--- src/rtl/flash_status_pkg.sv ---
package flash_status_pkg;
   localparam int BYTE_W = 8;

   localparam logic [BYTE_W-1:0] OPC_WR_ENABLE  = 8'h06;
   localparam logic [BYTE_W-1:0] OPC_WR_DISABLE = 8'h04;
   localparam logic [BYTE_W-1:0] OPC_RD_STATUS  = 8'h05;
   localparam logic [BYTE_W-1:0] OPC_WR_STATUS  = 8'h01;
   localparam logic [BYTE_W-1:0] OPC_ADDR4_ON   = 8'hB7;
   localparam logic [BYTE_W-1:0] OPC_RST_ARM    = 8'h66;
   localparam logic [BYTE_W-1:0] OPC_RST_FIRE   = 8'h99;

   typedef enum logic [1:0] {
      PH_OPCODE = 2'd0,
      PH_WDATA  = 2'd1,
      PH_RDOUT  = 2'd2
   } phase_t;
endpackage

--- src/rtl/spi_pin_sync.sv ---
module spi_pin_sync #(
   parameter int STAGES = 2
) (
   input  logic clk,
   input  logic rst_n,
   input  logic sck_i,
   input  logic cs_n_i,
   input  logic mosi_i,
   input  logic wp_n_i,
   output logic desel_o,
   output logic mosi_o,
   output logic wp_n_o,
   output logic sck_rise_o,
   output logic sck_fall_o
);
   localparam int LINES = 4;
   localparam logic [LINES-1:0] RST_VAL = 4'b1010; // wp_n=1, mosi=0, cs_n=1, sck=0

   logic [LINES-1:0] pipe [STAGES];
   logic             sck_last;

   generate
      for (genvar s = 0; s < STAGES; s++) begin : g_stage
         if (s == 0) begin : g_first
            always_ff @(posedge clk or negedge rst_n)
               if (!rst_n) pipe[s] <= RST_VAL;
               else        pipe[s] <= {wp_n_i, mosi_i, cs_n_i, sck_i};
         end else begin : g_next
            always_ff @(posedge clk or negedge rst_n)
               if (!rst_n) pipe[s] <= RST_VAL;
               else        pipe[s] <= pipe[s-1];
         end
      end
   endgenerate

   always_ff @(posedge clk or negedge rst_n)
      if (!rst_n) sck_last <= 1'b0;
      else        sck_last <= pipe[STAGES-1][0];

   assign desel_o    = pipe[STAGES-1][1];
   assign mosi_o     = pipe[STAGES-1][2];
   assign wp_n_o     = pipe[STAGES-1][3];
   assign sck_rise_o = pipe[STAGES-1][0] & ~sck_last;
   assign sck_fall_o = ~pipe[STAGES-1][0] & sck_last;
endmodule

--- src/rtl/spi_byte_shifter.sv ---
module spi_byte_shifter
   import flash_status_pkg::*;
(
   input  logic              clk,
   input  logic              rst_n,
   input  logic              desel,
   input  logic              sck_rise,
   input  logic              sck_fall,
   input  logic              mosi,
   input  logic              tx_load,
   input  logic [BYTE_W-1:0] tx_byte,
   output logic              byte_done,
   output logic [BYTE_W-1:0] rx_byte,
   output logic              miso
);
   localparam int CNT_W = $clog2(BYTE_W);

   logic [CNT_W-1:0]  bit_cnt;
   logic [BYTE_W-1:0] rx_sh;
   logic [BYTE_W-1:0] tx_sh;

   assign byte_done = ~desel & sck_rise & (bit_cnt == CNT_W'(BYTE_W-1));
   assign rx_byte   = {rx_sh[BYTE_W-2:0], mosi};

   always_ff @(posedge clk or negedge rst_n) begin
      if (!rst_n) begin
         bit_cnt <= '0;
         rx_sh   <= '0;
         tx_sh   <= '0;
         miso    <= 1'b0;
      end else if (desel) begin
         bit_cnt <= '0;
         tx_sh   <= '0;
         miso    <= 1'b0;
      end else begin
         if (sck_rise) begin
            rx_sh   <= rx_byte;
            bit_cnt <= bit_cnt + 1'b1;
         end
         if (tx_load) begin
            tx_sh <= tx_byte;
         end else if (sck_fall) begin
            miso  <= tx_sh[BYTE_W-1];
            tx_sh <= {tx_sh[BYTE_W-2:0], 1'b0};
         end
      end
   end

   assert_idle_miso_R3 : assert property (@(posedge clk) disable iff (!rst_n)
      desel |=> (miso == 1'b0));

   assert_fresh_frame_R11 : assert property (@(posedge clk) disable iff (!rst_n)
      desel |=> !byte_done);
endmodule

--- src/rtl/status_cmd_ctrl.sv ---
module status_cmd_ctrl
   import flash_status_pkg::*;
#(
   parameter int PROT_BITS = 5
) (
   input  logic                 clk,
   input  logic                 rst_n,
   input  logic                 desel,
   input  logic                 wp_n,
   input  logic                 op_done,
   input  logic                 byte_done,
   input  logic [BYTE_W-1:0]    rx_byte,
   output logic                 tx_load,
   output logic [BYTE_W-1:0]    status,
   output logic                 wel_q,
   output logic                 srwd_q,
   output logic [PROT_BITS-1:0] prot_q,
   output logic                 addr4_q
);
   localparam int PROT_LSB = 2;
   localparam int PROT_MAX = BYTE_W - 1 - PROT_LSB;

   phase_t               phase_q, phase_d;
   logic                 armed_q, armed_d;
   logic                 wel_d, srwd_d, addr4_d;
   logic [PROT_BITS-1:0] prot_d;
   logic                 hw_locked;
   logic                 opc_seen;

   assign hw_locked = ~wp_n & srwd_q;
   assign opc_seen  = byte_done & (phase_q == PH_OPCODE);

   assign status[BYTE_W-1] = srwd_q;
   assign status[1]        = wel_q;
   assign status[0]        = 1'b0;
   generate
      for (genvar i = 0; i < PROT_MAX; i++) begin : g_stat
         if (i < PROT_BITS) begin : g_used
            assign status[PROT_LSB+i] = prot_q[i];
         end else begin : g_zero
            assign status[PROT_LSB+i] = 1'b0;
         end
      end
   endgenerate

   assign tx_load = byte_done &
                    ((phase_q == PH_RDOUT) || (opc_seen && rx_byte == OPC_RD_STATUS));

   always_comb begin
      phase_d = phase_q;
      armed_d = armed_q;
      wel_d   = wel_q;
      srwd_d  = srwd_q;
      prot_d  = prot_q;
      addr4_d = addr4_q;
      if (op_done) wel_d = 1'b0;
      if (desel) begin
         phase_d = PH_OPCODE;
      end else if (byte_done) begin
         unique case (phase_q)
            PH_OPCODE: begin
               armed_d = (rx_byte == OPC_RST_ARM);
               unique case (rx_byte)
                  OPC_WR_ENABLE:  wel_d   = 1'b1;
                  OPC_WR_DISABLE: wel_d   = 1'b0;
                  OPC_RD_STATUS:  phase_d = PH_RDOUT;
                  OPC_WR_STATUS:  phase_d = PH_WDATA;
                  OPC_ADDR4_ON:   addr4_d = 1'b1;
                  OPC_RST_FIRE: begin
                     if (armed_q) begin
                        wel_d   = 1'b0;
                        addr4_d = 1'b0;
                     end
                  end
                  default: ;
               endcase
            end
            PH_WDATA: begin
               phase_d = PH_OPCODE;
               if (wel_q && !hw_locked) begin
                  srwd_d = rx_byte[BYTE_W-1];
                  prot_d = rx_byte[PROT_LSB +: PROT_BITS];
                  wel_d  = 1'b0;
               end
            end
            default: ;
         endcase
      end
   end

   always_ff @(posedge clk or negedge rst_n) begin
      if (!rst_n) begin
         phase_q <= PH_OPCODE;
         armed_q <= 1'b0;
         wel_q   <= 1'b0;
         srwd_q  <= 1'b0;
         prot_q  <= '0;
         addr4_q <= 1'b0;
      end else begin
         phase_q <= phase_d;
         armed_q <= armed_d;
         wel_q   <= wel_d;
         srwd_q  <= srwd_d;
         prot_q  <= prot_d;
         addr4_q <= addr4_d;
      end
   end

   assert_wren_sets_R2 : assert property (@(posedge clk) disable iff (!rst_n)
      (!desel && opc_seen && rx_byte == OPC_WR_ENABLE) |=> wel_q);

   assert_no_wel_no_write_R5 : assert property (@(posedge clk) disable iff (!rst_n)
      (!desel && byte_done && phase_q == PH_WDATA && !wel_q)
      |=> ($stable(srwd_q) && $stable(prot_q)));

   assert_hw_lock_holds_R6 : assert property (@(posedge clk) disable iff (!rst_n)
      (!wp_n && srwd_q) |=> srwd_q);

   assert_addr4_set_R7 : assert property (@(posedge clk) disable iff (!rst_n)
      (!desel && opc_seen && rx_byte == OPC_ADDR4_ON) |=> addr4_q);

   assert_done_clears_R10 : assert property (@(posedge clk) disable iff (!rst_n)
      (op_done && !(!desel && opc_seen && rx_byte == OPC_WR_ENABLE)) |=> !wel_q);
endmodule

--- src/rtl/flash_status_regs.sv ---
module flash_status_regs
   import flash_status_pkg::*;
#(
   parameter int SYNC_STAGES = 2,
   parameter int PROT_BITS   = 5
) (
   input  logic                 clk,
   input  logic                 rst_n,
   input  logic                 spi_sck,
   input  logic                 spi_cs_n,
   input  logic                 spi_mosi,
   output logic                 spi_miso,
   input  logic                 wp_n,
   input  logic                 op_done,
   output logic                 wel,
   output logic                 srwd,
   output logic [PROT_BITS-1:0] prot,
   output logic                 addr4
);
   generate
      if (SYNC_STAGES < 2) begin : g_bad_sync
         $error("SYNC_STAGES must be at least 2");
      end
      if (PROT_BITS < 1 || PROT_BITS > BYTE_W - 3) begin : g_bad_prot
         $error("PROT_BITS must lie between 1 and 5");
      end
   endgenerate

   logic              desel, mosi_s, wp_n_s, rise, fall;
   logic              byte_done, tx_load;
   logic [BYTE_W-1:0] rx_byte, status;

   spi_pin_sync #(.STAGES(SYNC_STAGES)) u_sync (
      .clk        (clk),
      .rst_n      (rst_n),
      .sck_i      (spi_sck),
      .cs_n_i     (spi_cs_n),
      .mosi_i     (spi_mosi),
      .wp_n_i     (wp_n),
      .desel_o    (desel),
      .mosi_o     (mosi_s),
      .wp_n_o     (wp_n_s),
      .sck_rise_o (rise),
      .sck_fall_o (fall)
   );

   spi_byte_shifter u_shift (
      .clk       (clk),
      .rst_n     (rst_n),
      .desel     (desel),
      .sck_rise  (rise),
      .sck_fall  (fall),
      .mosi      (mosi_s),
      .tx_load   (tx_load),
      .tx_byte   (status),
      .byte_done (byte_done),
      .rx_byte   (rx_byte),
      .miso      (spi_miso)
   );

   status_cmd_ctrl #(.PROT_BITS(PROT_BITS)) u_ctrl (
      .clk       (clk),
      .rst_n     (rst_n),
      .desel     (desel),
      .wp_n      (wp_n_s),
      .op_done   (op_done),
      .byte_done (byte_done),
      .rx_byte   (rx_byte),
      .tx_load   (tx_load),
      .status    (status),
      .wel_q     (wel),
      .srwd_q    (srwd),
      .prot_q    (prot),
      .addr4_q   (addr4)
   );
endmodule

--- config.mk ---
export PLATFORM = sky130hd
export DESIGN_NAME = flash_status_regs
export DESIGN_NICKNAME = d
export VERILOG_FILES = /design/src/rtl/flash_status_pkg.sv /design/src/rtl/spi_pin_sync.sv /design/src/rtl/spi_byte_shifter.sv /design/src/rtl/status_cmd_ctrl.sv /design/src/rtl/flash_status_regs.sv
export SDC_FILE = /design/constraint.sdc
export NUM_CORES = 1
export LEC_CHECK = 0
export BUFFER_PORTS_ARGS = -buffer_cell sky130_fd_sc_hd__clkbuf_2
export CAP_MARGIN = 30
export CORE_MARGIN = 2
export CORE_UTILIZATION = 62
export CTS_BUF_LIST = sky130_fd_sc_hd__clkbuf_2
export DETAILED_ROUTE_END_ITERATION = 6
export PLACE_DENSITY = 0.86
export SETUP_SLACK_MARGIN = 0.3
export SYNTH_ARGS = -nofsm -noshare
export SYNTH_HDL_FRONTEND = slang
export SYNTH_SLANG_ARGS = --single-unit
--- constraint.sdc ---
create_clock -name clk -period 4 [get_ports clk]
set_clock_uncertainty 0.1 [all_clocks]
set_input_delay 0.2 -clock clk [delete_from_list [all_inputs] [get_ports clk]]
set_output_delay 0.2 -clock clk [all_outputs]
set_load 0.1 [all_outputs]
==> results_dict.tcl <==
set metrics [dict create \
    num_io_pins 16 \
    grt_use_total_pct 22.34 \
    max_stage_delay_ps 630 \
    critPathRequiredTime_ps 4200 \
    outcome "complete, no violations" \
    tightest_slew_ps 890.9 \
    worstSetupStartpointType "register" \
    clk_latency_ps 390 \
    r2r-end "u_ctrl.prot_q[3]$_DFFE_PN0P_" \
    relSlewSlack_pct 40.61 \
    cts-root-buf "clkbuf_2" \
    min_from "u_sync.pipe[7]$_DFF_PN1_" \
    post_drt_wl_per_cell_um 17.11 \
    final_layout_size_suffix_gt1_share_pct 27.45 \
    htree_levels 2 \
    drt-pass1-iter-count 4 \
    postCtsSetupBuffers 0 \
    antenna-diode-count 0 \
    hold_depth 0 \
    grt_overflow 0 \
    cpMaxStageDelayCell "a2111oi_4" \
    rsz0062_at_grt "false" \
    setup_viol 0 \
    period_share_pct 55.50 \
    drc_errors 0 \
    route.vias.total 1162 \
    final_hold_viol_count 0 \
    clock_path_buffers 2 \
    ctsHoldBuffers 6 \
    cp_cell_sequence "ha_1, ha_1, nand4bb_1, a2111oi_4, mux2_2" \
    die_area_um2 3089 \
    rows 18 \
    dp.cells 169 \
    synth_nets 140 \
    stdcell_count 183 \
    cts_sinks 38 \
    max-cap-violations 0 \
    drt-initial-drc-count 35 \
    arrival_ps 2420 \
    dp_hpwl_um 2079 \
    nets 161 \
    final_max_slew_viol_count 0 \
    postRouteWirelength_um 3132 \
    syn-cell-area_um2 1649 \
    reg2reg_depth 5 \
    hold_class "reg2reg" \
    seq_area_frac_synth_pct 57.97 \
    critPathKind "reg2reg" \
    clk_pin_slew_worst_paths_ps 180 \
    cts_buffers 5 \
    power_leakage_uw 0.0008190 \
    yosysUniqueCellTypes 39 \
    r2r_start "u_shift.bit_cnt[0]$_DFFE_PN0P_" \
    place_congestion 0.9187 \
    coreArea_um2 2500 \
    vias_per_cell 6.350 \
    cp-end-kind "register" \
    syn_inst 131 \
    max_freq_mhz 450.4 \
    powerDensity_nw_per_um2 399.5 \
    post-route-min-period_ps 2220 \
    area_growth_pct 11.08 \
    io_buffers 15 \
    peakVddDrop_mv 0.3483 \
    die_h_um 55.58 \
    die_w_um 55.58 \
    crit_top_cell "ha_1" \
    reg2reg_slack_ps 1780 \
    grt_pass1_wl_um 5292 \
    cp_max_fo 8 \
    cts_resized 0 \
    ys_ff_latch 38 \
    initial_core_util_pct 65.97 \
    ant_nets 0 \
    syn_area_per_cell_um2 12.59 \
    first_global_vias 1121 \
    cp.buffers_inverters 0 \
    antenna_found_initial 0 \
    path_delay_family "compound AO/OA/AOI/OAI gates" \
    grt_max_degree 39 \
    cts_tree "yes" \
    timing.setup.tns_ps 0 \
    hold_path_end "u_sync.wp_n_o$_DFF_PN1_" \
    synth_warnings 0 \
]
[cell usage in the layout (no fill, tap or decap), types with 2 or more instances in the layout]
cell	netlist	final
nor2_1	8	8
ha_1	2	2
nand2_1	4	4
mux2i_1	2	2
a32oi_1	7	7
nor4b_1	3	3
clkbuf_2	0	21
dlygate4sd3_1	0	6
inv_1	2	2
o21ai_0	3	3
nand2b_1	3	3
dfstp_2	4	4
mux2_2	13	13
dfrtp_1	34	34
o211ai_1	6	6
or4_1	2	2
a21oi_1	10	10
[worst max path at each step]
stage	start	to	slack, ps	depth (start not counted)
final	u_shift.bit_cnt[0]$_DFFE_PN0P_	u_ctrl.prot_q[3]$_DFFE_PN0P_	1780	5
after global routing	u_shift.bit_cnt[0]$_DFFE_PN0P_	u_ctrl.prot_q[3]$_DFFE_PN0P_	1700	5
after CTS	u_shift.bit_cnt[0]$_DFFE_PN0P_	u_ctrl.prot_q[1]$_DFFE_PN0P_	1760	5
after detailed placement	u_shift.bit_cnt[0]$_DFFE_PN0P_	u_ctrl.prot_q[1]$_DFFE_PN0P_	1800	5
after global placement	u_shift.bit_cnt[0]$_DFFE_PN0P_	u_ctrl.srwd_q$_DFFE_PN0P_	1880	5
after floorplan	u_ctrl.wel_q$_DFF_PN0_	u_ctrl.srwd_q$_DFFE_PN0P_	1820	3
[final cells by class]
class                   count  area, um2
repair buffers             21      135.1
well taps                  30      37.54
clock inverters             2      8.758
multi-input cells          84      656.9
fillers                   172      668.1
flip-flops and latches     38      955.9
inverters                   2      7.507
clock buffers               6      30.03
[flip-flops by register name, indices dropped and copies added, names as in the netlist]
| name | cells |
|---|---|
| u_ctrl.prot_q | 5 |
| u_ctrl.addr4_q | 1 |
| u_sync.sck_last | 1 |
| u_ctrl.phase_q | 2 |
| u_sync.wp_n_o | 1 |
| u_sync.pipe | 5 |
| u_shift.bit_cnt | 3 |
| u_ctrl.armed_q | 1 |
| u_sync.desel_o | 1 |
| u_ctrl.wel_q | 1 |
| u_shift.tx_sh | 7 |
| u_sync.mosi_o | 1 |
| u_shift.rx_sh | 7 |
| u_shift.miso | 1 |
| u_ctrl.srwd_q | 1 |
[power breakdown]
part / total, uW / internal, uW / leakage [uW] / switching [uW]
combinational: 88.6 / 48.6 / 0.000295 / 40.0
clock: 164 / 43.0 / 0.0000304 / 121
sequential: 479 / 420 / 0.000493 / 58.6
[per-layer routing]
metal  track usage, %  wire length, um  vias up
li1                 -                -      536
met1            30.90             1331      564
met2            32.14             1515       51
met3            7.209              220       11
met4            10.45               64        0
met5                0                0        -
[synth_stat cells]
library cell,number,share of area [%]
a2111oi_4,1,1.7
a21oi_1,10,3.0
a311oi_1,1,0.53
a32o_1,1,0.61
a32oi_1,7,3.7
and2_1,1,0.38
and3b_1,1,0.53
and4b_1,1,0.61
buf_1,1,0.23
buf_2,2,0.61
clkbuf_1,4,0.91
dfrtp_1,34,52
dfstp_2,4,6.4
ha_1,2,1.5
inv_1,2,0.46
mux2_2,13,8.9
mux2i_1,2,1.2
nand2_1,4,0.91
nand2b_1,3,1.1
nand3_1,1,0.30
nand3b_1,1,0.46
nand4_1,1,0.38
nand4bb_1,1,0.68
nor2_1,8,1.8
nor2b_1,1,0.38
nor3_1,1,0.30
nor3b_1,1,0.46
nor4_1,1,0.38
nor4b_1,3,1.6
o211ai_1,6,2.7
o21ai_0,3,0.91
o21ba_2,1,0.61
o21bai_2,1,0.68
o2bb2ai_1,1,0.53
or2_1,1,0.38
or3_1,1,0.38
or4_1,2,0.91
or4bb_1,1,0.68
xor2_1,1,0.53
[through the flow]
step	hold slack, ps	util, %	setup slack, ps	power [uW]	instance area (um2)
final	270.8	73.27	1780	731.7	1832
after CTS	271.6	73.27	1762	734.3	1832
after detailed placement	190.5	69.32	1799	565.9	1733
after global placement	189.9	69.32	1878	562.5	1733
after floorplan	-195.6	-	1819	526.6	1649
after global routing	274.9	73.27	1700	769.8	1832
[cell families after synthesis]
family / Yosys count / synth area share (%)
XOR/XNOR: 1 / 0.5312
buffers and inverters: 9 / 2.200
adder cells (fa/ha/maj): 2 / 1.517
AO/OA/AOI/OAI: 32 / 15.02
multiplexers: 15 / 10.09
AND/OR/NAND/NOR: 34 / 12.67
flip-flops: 38 / 57.97
No activity file was read; power rests on OpenSTA's default activity.
